--- src/rtl/tokpart_pkg.sv ---
package tokpart_pkg;
    typedef enum logic [1:0] {
        U_FREE = 2'd0,
        U_RUN  = 2'd1,
        U_RSV  = 2'd2
    } unit_state_e;

    typedef enum logic [1:0] {
        P_WAIT   = 2'd0,
        P_SCAN   = 2'd1,
        P_DECIDE = 2'd2
    } phase_e;
endpackage

--- src/rtl/tokpart_unit_probe.sv ---
module tokpart_unit_probe
    import tokpart_pkg::*;
#(
    parameter int NUM_UNITS = 8,
    parameter int NUM_KERN  = 4,
    parameter int UW        = 3,
    parameter int KW        = 2
) (
    input  logic                          en,
    input  logic [UW-1:0]                 idx,
    input  logic [2*NUM_UNITS-1:0]        unit_state_i,
    input  logic [KW*NUM_UNITS-1:0]       unit_owner_i,
    input  logic                          has_free_q,
    input  logic [UW-1:0]                 free_u_q,
    input  logic [NUM_KERN-1:0]           vic_v_q,
    input  logic [NUM_KERN-1:0][UW-1:0]   vic_u_q,
    output logic                          has_free_d,
    output logic [UW-1:0]                 free_u_d,
    output logic [NUM_KERN-1:0]           vic_v_d,
    output logic [NUM_KERN-1:0][UW-1:0]   vic_u_d
);
    logic [1:0]    st_arr  [NUM_UNITS];
    logic [KW-1:0] own_arr [NUM_UNITS];
    logic [1:0]    st;
    logic [KW-1:0] own;

    always_comb begin
        for (int u = 0; u < NUM_UNITS; u++) begin
            st_arr[u]  = unit_state_i[2*u +: 2];
            own_arr[u] = unit_owner_i[KW*u +: KW];
        end
    end

    assign st  = st_arr[idx];
    assign own = own_arr[idx];

    // First free unit, and for every kernel its first running unit
    always_comb begin
        has_free_d = has_free_q;
        free_u_d   = free_u_q;
        vic_v_d    = vic_v_q;
        vic_u_d    = vic_u_q;
        if (en) begin
            if (st == U_FREE && !has_free_q) begin
                has_free_d = 1'b1;
                free_u_d   = idx;
            end
            if (st == U_RUN && !vic_v_q[own]) begin
                vic_v_d[own] = 1'b1;
                vic_u_d[own] = idx;
            end
        end
    end
endmodule

--- src/rtl/tokpart_kern_probe.sv ---
module tokpart_kern_probe #(
    parameter int NUM_KERN = 4,
    parameter int TOK_W    = 5,
    parameter int KW       = 2
) (
    input  logic                        en,
    input  logic [KW-1:0]               kidx,
    input  logic [NUM_KERN-1:0]         kern_active_i,
    input  logic [NUM_KERN-1:0]         kern_work_i,
    input  logic [TOK_W*NUM_KERN-1:0]   kern_tok_i,
    input  logic                        has_max_q,
    input  logic [KW-1:0]               max_k_q,
    input  logic signed [TOK_W-1:0]     max_t_q,
    input  logic                        has_min_q,
    input  logic [KW-1:0]               min_k_q,
    input  logic signed [TOK_W-1:0]     min_t_q,
    output logic                        has_max_d,
    output logic [KW-1:0]               max_k_d,
    output logic signed [TOK_W-1:0]     max_t_d,
    output logic                        has_min_d,
    output logic [KW-1:0]               min_k_d,
    output logic signed [TOK_W-1:0]     min_t_d
);
    logic signed [TOK_W-1:0] tok_arr [NUM_KERN];
    logic signed [TOK_W-1:0] t;
    logic                    act, work;

    always_comb begin
        for (int k = 0; k < NUM_KERN; k++) begin
            tok_arr[k] = kern_tok_i[TOK_W*k +: TOK_W];
        end
    end

    assign t    = tok_arr[kidx];
    assign act  = kern_active_i[kidx];
    assign work = kern_work_i[kidx];

    // Strict comparisons keep the lower index on ties
    always_comb begin
        has_max_d = has_max_q;
        max_k_d   = max_k_q;
        max_t_d   = max_t_q;
        has_min_d = has_min_q;
        min_k_d   = min_k_q;
        min_t_d   = min_t_q;
        if (en && act && work && (!has_max_q || t > max_t_q)) begin
            has_max_d = 1'b1;
            max_k_d   = kidx;
            max_t_d   = t;
        end
        if (en && act && (!has_min_q || t < min_t_q)) begin
            has_min_d = 1'b1;
            min_k_d   = kidx;
            min_t_d   = t;
        end
    end
endmodule

--- src/rtl/tokpart_decide.sv ---
module tokpart_decide
    import tokpart_pkg::*;
#(
    parameter int NUM_KERN = 4,
    parameter int TOK_W    = 5,
    parameter int UW       = 3,
    parameter int KW       = 2
) (
    input  logic                         en,
    input  logic                         has_max,
    input  logic [KW-1:0]                max_k,
    input  logic signed [TOK_W-1:0]      max_t,
    input  logic                         has_min,
    input  logic [KW-1:0]                min_k,
    input  logic signed [TOK_W-1:0]      min_t,
    input  logic                         has_free,
    input  logic [UW-1:0]                free_u,
    input  logic [NUM_KERN-1:0]          vic_v,
    input  logic [NUM_KERN-1:0][UW-1:0]  vic_u,
    output logic                         move_o,
    output logic                         unit_we_o,
    output logic [UW-1:0]                unit_widx_o,
    output logic [1:0]                   unit_wstate_o,
    output logic [KW-1:0]                unit_wkern_o,
    output logic                         tok_inc_o,
    output logic [KW-1:0]                tok_inc_idx_o,
    output logic                         tok_dec_o,
    output logic [KW-1:0]                tok_dec_idx_o
);
    logic signed [TOK_W:0] max_w, lim_w;
    logic can_fill, can_take;

    assign max_w    = {max_t[TOK_W-1], max_t};
    assign lim_w    = {min_t[TOK_W-1], min_t} + (TOK_W+1)'(1);
    assign can_fill = has_max && has_free;
    assign can_take = has_max && has_min && (max_w > lim_w) && vic_v[min_k];

    always_comb begin
        move_o        = 1'b0;
        unit_we_o     = 1'b0;
        unit_widx_o   = '0;
        unit_wstate_o = U_FREE;
        unit_wkern_o  = max_k;
        tok_inc_o     = 1'b0;
        tok_inc_idx_o = min_k;
        tok_dec_o     = 1'b0;
        tok_dec_idx_o = max_k;
        if (en && can_fill) begin
            move_o        = 1'b1;
            unit_we_o     = 1'b1;
            unit_widx_o   = free_u;
            unit_wstate_o = U_RUN;
            tok_dec_o     = 1'b1;
        end else if (en && can_take) begin
            move_o        = 1'b1;
            unit_we_o     = 1'b1;
            unit_widx_o   = vic_u[min_k];
            unit_wstate_o = U_RSV;
            tok_inc_o     = 1'b1;
            tok_dec_o     = 1'b1;
        end
    end
endmodule

--- src/rtl/token_partitioner.sv ---
module token_partitioner
    import tokpart_pkg::*;
#(
    parameter int NUM_UNITS = 8,
    parameter int NUM_KERN  = 4,
    parameter int TOK_W     = $clog2(NUM_UNITS) + 2,
    localparam int UW       = $clog2(NUM_UNITS),
    localparam int KW       = $clog2(NUM_KERN)
) (
    input  logic                        clk,
    input  logic                        rst_n,
    input  logic                        ev_insert_i,
    input  logic                        ev_idle_i,
    input  logic [2*NUM_UNITS-1:0]      unit_state_i,
    input  logic [KW*NUM_UNITS-1:0]     unit_owner_i,
    input  logic [NUM_KERN-1:0]         kern_active_i,
    input  logic [NUM_KERN-1:0]         kern_work_i,
    input  logic [TOK_W*NUM_KERN-1:0]   kern_tok_i,
    output logic                        busy_o,
    output logic                        unit_we_o,
    output logic [UW-1:0]               unit_widx_o,
    output logic [1:0]                  unit_wstate_o,
    output logic [KW-1:0]               unit_wkern_o,
    output logic                        tok_inc_o,
    output logic [KW-1:0]               tok_inc_idx_o,
    output logic                        tok_dec_o,
    output logic [KW-1:0]               tok_dec_idx_o
);
    localparam logic [UW:0]   KLIM = (UW+1)'(NUM_KERN);
    localparam logic [UW-1:0] LAST = UW'(NUM_UNITS - 1);

    typedef struct packed {
        phase_e                        phase;
        logic [UW-1:0]                 idx;
        logic                          pend;
        logic                          has_free;
        logic [UW-1:0]                 free_u;
        logic [NUM_KERN-1:0]           vic_v;
        logic [NUM_KERN-1:0][UW-1:0]   vic_u;
        logic                          has_max;
        logic [KW-1:0]                 max_k;
        logic signed [TOK_W-1:0]       max_t;
        logic                          has_min;
        logic [KW-1:0]                 min_k;
        logic signed [TOK_W-1:0]       min_t;
    } state_t;

    state_t s_q, s_d;

    function automatic state_t clear_acc(state_t s);
        state_t r = s;
        r.idx      = '0;
        r.has_free = 1'b0;
        r.vic_v    = '0;
        r.has_max  = 1'b0;
        r.has_min  = 1'b0;
        return r;
    endfunction

    logic scan_en, kern_en, move;
    logic up_has_free;
    logic [UW-1:0] up_free_u;
    logic [NUM_KERN-1:0] up_vic_v;
    logic [NUM_KERN-1:0][UW-1:0] up_vic_u;
    logic kp_has_max, kp_has_min;
    logic [KW-1:0] kp_max_k, kp_min_k;
    logic signed [TOK_W-1:0] kp_max_t, kp_min_t;

    assign scan_en = (s_q.phase == P_SCAN);
    assign kern_en = scan_en && ({1'b0, s_q.idx} < KLIM);

    tokpart_unit_probe #(
        .NUM_UNITS(NUM_UNITS), .NUM_KERN(NUM_KERN), .UW(UW), .KW(KW)
    ) u_unit (
        .en(scan_en), .idx(s_q.idx),
        .unit_state_i(unit_state_i), .unit_owner_i(unit_owner_i),
        .has_free_q(s_q.has_free), .free_u_q(s_q.free_u),
        .vic_v_q(s_q.vic_v), .vic_u_q(s_q.vic_u),
        .has_free_d(up_has_free), .free_u_d(up_free_u),
        .vic_v_d(up_vic_v), .vic_u_d(up_vic_u)
    );

    tokpart_kern_probe #(
        .NUM_KERN(NUM_KERN), .TOK_W(TOK_W), .KW(KW)
    ) u_kern (
        .en(kern_en), .kidx(s_q.idx[KW-1:0]),
        .kern_active_i(kern_active_i), .kern_work_i(kern_work_i),
        .kern_tok_i(kern_tok_i),
        .has_max_q(s_q.has_max), .max_k_q(s_q.max_k), .max_t_q(s_q.max_t),
        .has_min_q(s_q.has_min), .min_k_q(s_q.min_k), .min_t_q(s_q.min_t),
        .has_max_d(kp_has_max), .max_k_d(kp_max_k), .max_t_d(kp_max_t),
        .has_min_d(kp_has_min), .min_k_d(kp_min_k), .min_t_d(kp_min_t)
    );

    tokpart_decide #(
        .NUM_KERN(NUM_KERN), .TOK_W(TOK_W), .UW(UW), .KW(KW)
    ) u_decide (
        .en(s_q.phase == P_DECIDE),
        .has_max(s_q.has_max), .max_k(s_q.max_k), .max_t(s_q.max_t),
        .has_min(s_q.has_min), .min_k(s_q.min_k), .min_t(s_q.min_t),
        .has_free(s_q.has_free), .free_u(s_q.free_u),
        .vic_v(s_q.vic_v), .vic_u(s_q.vic_u),
        .move_o(move),
        .unit_we_o(unit_we_o), .unit_widx_o(unit_widx_o),
        .unit_wstate_o(unit_wstate_o), .unit_wkern_o(unit_wkern_o),
        .tok_inc_o(tok_inc_o), .tok_inc_idx_o(tok_inc_idx_o),
        .tok_dec_o(tok_dec_o), .tok_dec_idx_o(tok_dec_idx_o)
    );

    always_comb begin
        logic ev, pend_now;
        ev       = ev_insert_i | ev_idle_i;
        pend_now = s_q.pend | ev;
        s_d      = s_q;
        unique case (s_q.phase)
            P_WAIT: begin
                if (ev) begin
                    s_d       = clear_acc(s_q);
                    s_d.phase = P_SCAN;
                    s_d.pend  = 1'b0;
                end
            end
            P_SCAN: begin
                s_d.pend     = pend_now;
                s_d.has_free = up_has_free;
                s_d.free_u   = up_free_u;
                s_d.vic_v    = up_vic_v;
                s_d.vic_u    = up_vic_u;
                s_d.has_max  = kp_has_max;
                s_d.max_k    = kp_max_k;
                s_d.max_t    = kp_max_t;
                s_d.has_min  = kp_has_min;
                s_d.min_k    = kp_min_k;
                s_d.min_t    = kp_min_t;
                if (s_q.idx == LAST) s_d.phase = P_DECIDE;
                else                 s_d.idx   = s_q.idx + 1'b1;
            end
            P_DECIDE: begin
                s_d = clear_acc(s_q);
                if (move) begin
                    s_d.phase = P_SCAN;
                    s_d.pend  = pend_now;
                end else if (pend_now) begin
                    s_d.phase = P_SCAN;
                    s_d.pend  = 1'b0;
                end else begin
                    s_d.phase = P_WAIT;
                    s_d.pend  = 1'b0;
                end
            end
            default: s_d.phase = P_WAIT;
        endcase
    end

    always_ff @(posedge clk) begin
        if (!rst_n) s_q <= '0;
        else        s_q <= s_d;
    end

    assign busy_o = (s_q.phase != P_WAIT);
endmodule

--- config.mk ---
export PLATFORM = sky130hd
export DESIGN_NAME = token_partitioner
export DESIGN_NICKNAME = d
export VERILOG_FILES = /design/src/rtl/tokpart_pkg.sv /design/src/rtl/tokpart_unit_probe.sv /design/src/rtl/tokpart_kern_probe.sv /design/src/rtl/tokpart_decide.sv /design/src/rtl/token_partitioner.sv
export SDC_FILE = /design/constraint.sdc
export NUM_CORES = 1
export LEC_CHECK = 0
export BUFFER_PORTS_ARGS = -buffer_cell sky130_fd_sc_hd__buf_4
export CAP_MARGIN = 20
export CORE_UTILIZATION = 49
export CTS_CLUSTER_DIAMETER = 200
export CTS_CLUSTER_SIZE = 20
export DETAILED_ROUTE_END_ITERATION = 16
export MAX_ROUTING_LAYER = met4
export PLACE_DENSITY = 0.78
export SYNTH_ARGS = -nofsm -noshare
export SYNTH_HDL_FRONTEND = slang
export SYNTH_SLANG_ARGS = --single-unit
--- constraint.sdc ---
create_clock -name clk -period 3.4 [get_ports clk]
set_input_delay 0.68 -clock clk [delete_from_list [all_inputs] [get_ports clk]]
set_output_delay 0.68 -clock clk [all_outputs]
set_load 0.01 [all_outputs]
* Word level (Yosys, flattened, before mapping)
Index checks and enable logic that the tools add are counted.
** Word-level totals
- Flip-flop bits (word level) :: 42
- Input port bits :: 64
- Output and inout bits :: 15
- Word-level logic and storage cells :: 130
** Operators by class
- $add $sub $neg :: 2
- Order comparisons :: 10
- Eq/ne operators :: 11
- Multiplexer cells :: 49
- Bitwise logic cells :: 7
- Reduce and logical (&&, ||, !) cells :: 35
** Operators with widths (number)
- $pmux 40 s3 :: 1
- $mux 42 :: 1
- $mux 2 :: 10
- $mux 5 :: 4
- $mux 3 :: 6
- $reduce_and 4->1 :: 4
- $reduce_and 3->1 :: 5
- $logic_and 1x1->1 :: 14
- $mux 1 :: 13
- $bmux 2 s3 :: 2
- $bwmux 12 :: 1
- $mux 12 :: 1
- $bmux 5 s2 :: 1
- $ne 2x1->1 const B :: 5
- $lt 2x3->1 const B :: 3
- $bmux 1 s2 :: 4
- $add 5x2->6 const B :: 1
- $bmux 3 s2 :: 1
- $demux 3 s2 :: 1
- $gt 5x6->1 :: 1
- $pmux 2 s3 :: 1
- $gt 5x5->1 :: 1
- $lt 5x5->1 :: 1
- $eq 2x1->1 const B :: 2
- 21 further kinds :: 30

* Longest topological paths before layout
- Depth in word-level cells :: 11
- Mapped depth :: 12
- Mapped depth without buffers :: 10

* Modules after synthesis
A second synthesis with hierarchy kept.
** Unflattened totals
- Cell total of the unflattened synthesis :: 346
- Area, all modules :: 3562.2 sq um
** By module, submodules not included
- token_partitioner :: instances 1, cells each 172, area an instance 1706.6 sq um, seq. area each 840.8 sq um
- tokpart_unit_probe :: instances 1, cells each 62, area an instance 713.2 sq um, seq. area each 0.0 sq um
- tokpart_kern_probe :: instances 1, cells each 62, area an instance 688.2 sq um, seq. area each 0.0 sq um
- tokpart_decide :: instances 1, cells each 50, area an instance 454.2 sq um, seq. area each 0.0 sq um

* Least setup slack after synthesis
Ideal clock, no wire load.
- Path kind :: register -> register
- Start point :: register s_q[37] (netlist bit)
- End point :: register s_q[6] (netlist bit)
- Library setup time :: 128 ps
- Arrival time :: 3309 ps
- Data required time :: 3272 ps
- Slack :: -36 ps
- Stages on the path, launching flop included :: 13
- Buffers on the path :: 3
- Clock period less this slack :: 3436 ps
- Cell sequence :: dfxtp_1 buf_2 buf_2 clkbuf_1 mux4_2 ha_1 and3_1 a21oi_1 nand3_1 o21a_1 a2111oi_4 mux2i_1 nor2_1
** On the way
- Word-level cells in the longest chain between the ends :: 8
- Elaborated cells on any way between the ends :: 13
- Those cells by class :: order compare (2); mux (5); bitwise (1); reduce/logical (5)
** Ends and longest elaborated chain
- from (decl) :: line token_partitioner.sv:48 : state_t s_q, s_d;
- from (signal assigned) :: line token_partitioner.sv:156 : if (!rst_n) s_q <= '0;
- from (signal assigned) :: line token_partitioner.sv:157 : else s_q <= s_d;
- $not 2->3 (implied by the code) :: line tokpart_kern_probe.sv:34 : assign t = tok_arr[kidx];
- $bmux 5 s2 :: line tokpart_kern_probe.sv:34
- $mux 5 (implied by the code) (2 in series) :: line tokpart_kern_probe.sv:34
- $lt 5x5->1 :: line tokpart_kern_probe.sv:51 : if (en && act && (!has_min_q || t < min_t_q)) begin
- $logic_or 1x1->1 :: line tokpart_kern_probe.sv:51
- $logic_and 1x1->1 (*) :: line tokpart_kern_probe.sv:51
- $reduce_and 4->1 (no source line) (*)
Every way passes the cells marked *; elsewhere a longest branch is shown, timed or not. The select of a mux whose other input is x is not followed.
A chain may end at the register's enable or synchronous reset.

* Worst setup path after layout
- Start point :: register s_q[0] (netlist bit)
- End point :: output port unit_we_o
** On the way
- Word-level cells in the longest chain between the ends :: 7
** Ends and longest elaborated chain
- $add 5x2->6 :: line tokpart_decide.sv:34 : assign lim_w = {min_t[TOK_W-1], min_t} + (TOK_W+1)'(1);
- $gt 5x6->1 :: line tokpart_decide.sv:36 : assign can_take = has_max && has_min && (max_w > lim_w) && vic_v[min_k];
- $logic_and 1x1->1 (2 in series) :: line tokpart_decide.sv:36
- $logic_and 1x1->1 :: line tokpart_decide.sv:54 : end else if (en && can_take) begin
- $mux 1 :: line tokpart_decide.sv:54
- $mux 1 :: line tokpart_decide.sv:48 : if (en && can_fill) begin
- to (decl) :: line token_partitioner.sv:20 : output logic unit_we_o,
Every way passes these cells.

==> flow_metrics.env <==
export IMPL_dr_pass1_iters=5
export IMPL_fin_crit_sh_pct=94.51
export IMPL_initial_core_util_pct=51.65
export IMPL_nets=497
export IMPL_die_y_um=81.47
export IMPL_drt_initial_drc_count=160
export IMPL_cts_root_buf="clkbuf_8"
export IMPL_yosys_warnings=0
export IMPL_drv_slew=0
export IMPL_ys_seq_elements=42
export IMPL_regToRegStartpoint="s_q[38]"
export IMPL_antenna_left=0
export IMPL_area_delta_synth_final_pct=22.64
export IMPL_grt_overflow_total=0
export IMPL_dieArea_um2=6637
export IMPL_synthTopCellsByCount="nor2_1, dfxtp_1, inv_1"
export IMPL_antenna_found_initial=0
export IMPL_clock_sink_count=42
export IMPL_io_pins=79
export IMPL_netlist_area_leader_share_pct=27.17
export IMPL_clk_path_buf_depth=2
export IMPL_rows=28
export IMPL_synth_area_um2=3094
export IMPL_holdBufCountCts=0
export IMPL_arrival_ns=2.53
export IMPL_route_vias_total=2755
export IMPL_crit_path_max_fanout=7
export IMPL_largest_reg_flops=42
export IMPL_syn_avg_cell_area_um2=8.969
export IMPL_final_cells=487
export IMPL_grt_setup_unrepaired="false"
export IMPL_portBuffers=78
export IMPL_finalCoreUtilization_pct=63.35
export IMPL_min_period_ns=3.213
export IMPL_clk_latency_ns=0.29
export IMPL_drc_errors=0
export IMPL_path_cells="ha_1 > inv_1 > ha_1 > nor2b_1 > o21a_1 > o21a_1 > o21ai_0 > a21oi_1 > o21bai_1 > buf_4 > nand2_1 > buf_4"
export IMPL_ys_seq_area_share_pct=27.17
export IMPL_die_w_um=81.47
export IMPL_wl_per_cell_um=15.88
export IMPL_min_delay_start="s_q[33]"
export IMPL_globalplace_congestion=0.8522
export IMPL_diodes=0
export IMPL_path_clk_slew_ns=0.08
export IMPL_htree_levels=2
export IMPL_synthFlopType="dfxtp_1"
export IMPL_synthCells=345
export IMPL_synth_edf_count=0
export IMPL_placedCellCount=479
export IMPL_drive_gt1_share_pct=30.58
export IMPL_finalHoldViolations=0
export IMPL_synth_nets=431
export IMPL_top_register="s_q"
export IMPL_grt_pass1_wl_mm=12.82
export IMPL_worstMarginPinSlew_ns=0.7498
export IMPL_routed_wl_mm=7.732
export IMPL_multi_input_area_um2=2018
export IMPL_fin_skew_ns=0.006670
export IMPL_cts_made_buffers=5
export IMPL_power_leakage_nw=1.608
export IMPL_synthTopCellsByArea="dfxtp_1, mux4_2, ha_1, mux2i_1, nor2_1"
export IMPL_max_slew_margin_pct=49.96
export IMPL_worstPathRequired_ns=2.72
export IMPL_ir_worst_vdd_mv=0.3390
export IMPL_num_fill_cells=522
export IMPL_tritoncts="yes"
export IMPL_yosysMostFrequentCell="nor2_1"
export IMPL_setup_violations=0
export IMPL_slowest_delay_ns=0.36
export IMPL_seq_area_um2=842.1
export IMPL_max_freq_ghz=0.3112
export IMPL_grt_usage_pct=25.80
export IMPL_hold_path_class="register to register"
export IMPL_reg_top3="s_q (42)"
export IMPL_critPathSlowestCell="dfxtp_2"
export IMPL_power_density_nw_per_um2=318.4
export IMPL_grt_max_degree=24
export IMPL_synth_cell_type_count=51
export IMPL_core_area_um2=5991
export IMPL_viasPerCell=5.657
export IMPL_synth_area_leader_cell="dfxtp_1"
export IMPL_pre_cts_ws_ns=0.2236
export IMPL_layout_setup_ws_ns=0.1867
export IMPL_startpoint="s_q[0]"
export IMPL_hpwl_mm=6.023
export IMPL_first_global_vias=2834
export IMPL_tns_ns=0
export IMPL_status="finished clean"
export IMPL_endpoint_kind="output pin"
export IMPL_cap_violations=0
export IMPL_synthArstFlopShare_pct=0
export IMPL_critical_path_class="register to output pin"
export IMPL_start_kind="register"
[cell usage in the layout, fill, tap and decap left out, types with 2 or more instances in the layout]
cell type	n
a211oi_1	2
a21boi_0	2
a21o_1	3
a21oi_1	15
a22oi_1	3
a31oi_1	2
a32o_1	7
and3_1	8
buf_4	85
clkbuf_8	5
clkinv_2	2
dfxtp_1	41
ha_1	22
inv_1	24
mux2_2	3
mux2_4	3
mux2i_1	20
mux4_2	15
nand2_1	19
nand2b_1	5
nand3_1	11
nand4_1	2
nor2_1	48
nor2b_1	5
nor3_1	7
o21a_1	4
o21ai_0	10
o221a_2	7
o31a_1	2
o31ai_1	3
o32ai_1	4
xnor2_1	3
[cell type report]
cell class,count,share of cell area (%)
multi-input cells,252,53.18
well taps,75,2.473
inverters,25,2.473
flip-flops and latches,42,22.19
clock inverters,3,1.055
repair buffers,85,16.82
clock buffers,5,1.813
[worst max-delay path, delay by kind of cell, from the launching register on]
kind	cells	cell delay, ns
AO/OA/AOI/OAI	5	0.72
adder cells (fa/ha/maj)	2	0.56
buffers and inverters	3	0.38
flip-flops	1	0.36
AND/OR/NAND/NOR	2	0.21
[per-stage QoR]
stage                     instance area, um^2  total power, mW  hold slack, ns
final                                    3795            1.208          0.4773
after global routing                     3795            1.266          0.4925
after CTS                                3789            1.213          0.4800
after detailed placement                 3680           0.8281          0.4668
after global placement                   3680           0.8214          0.4416
after floorplan                          3094           0.7207          0.4252
[worst paths after layout]
| kind | slack [ns] | end | cells after the start |
|---|---|---|---|
| min | 0.48 | s_q[33] | 2 |
| max | 0.19 | unit_we_o | 12 |
| max reg2reg | 0.32 | s_q[27] | 7 |
| min reg2reg | 0.48 | s_q[33] | 2 |
[power breakdown]
part           total, mW  switching (mW)  leakage, nW  internal (mW)
combinational      0.307           0.159         1.21          0.148
sequential         0.512          0.0116        0.339          0.500
clock              0.389           0.173       0.0579          0.216
total               1.21           0.344         1.61          0.865
[logic make-up (layout without fill, tap and decap cells)]
logic type / count (synthesis) / count (layout) / share of synthesized area, %
adders and majority gates: 22 / 22 / 8.896
AOI/OAI and AO/OA: 75 / 75 / 18.60
muxes: 41 / 41 / 19.93
xor gates and xnor gates: 3 / 3 / 0.8493
buffers and inverters: 51 / 118 / 7.764
and+or+nand+nor: 111 / 111 / 16.78
DFF: 42 / 42 / 27.17
[metal layers]
metal  share of wire, %  global-route usage, %  wire length [um]  up-vias
li1                   -                      -                 -     1395
met1                 43                  28.17              3319     1302
met2                 54                  48.42              4153       47
met3                2.2                  3.333               169       11
met4                1.2                  7.321                89        0
met5                  0                      -                 0        -
[timing repair]
action / CTS / global route
setup endpoints to repair: 0 / 6
buffers inserted: 0 / 0
hold endpoints to repair: 0 / 0
gates resized for setup: 0 / 2
No activity file was read; power rests on OpenSTA's default activity.
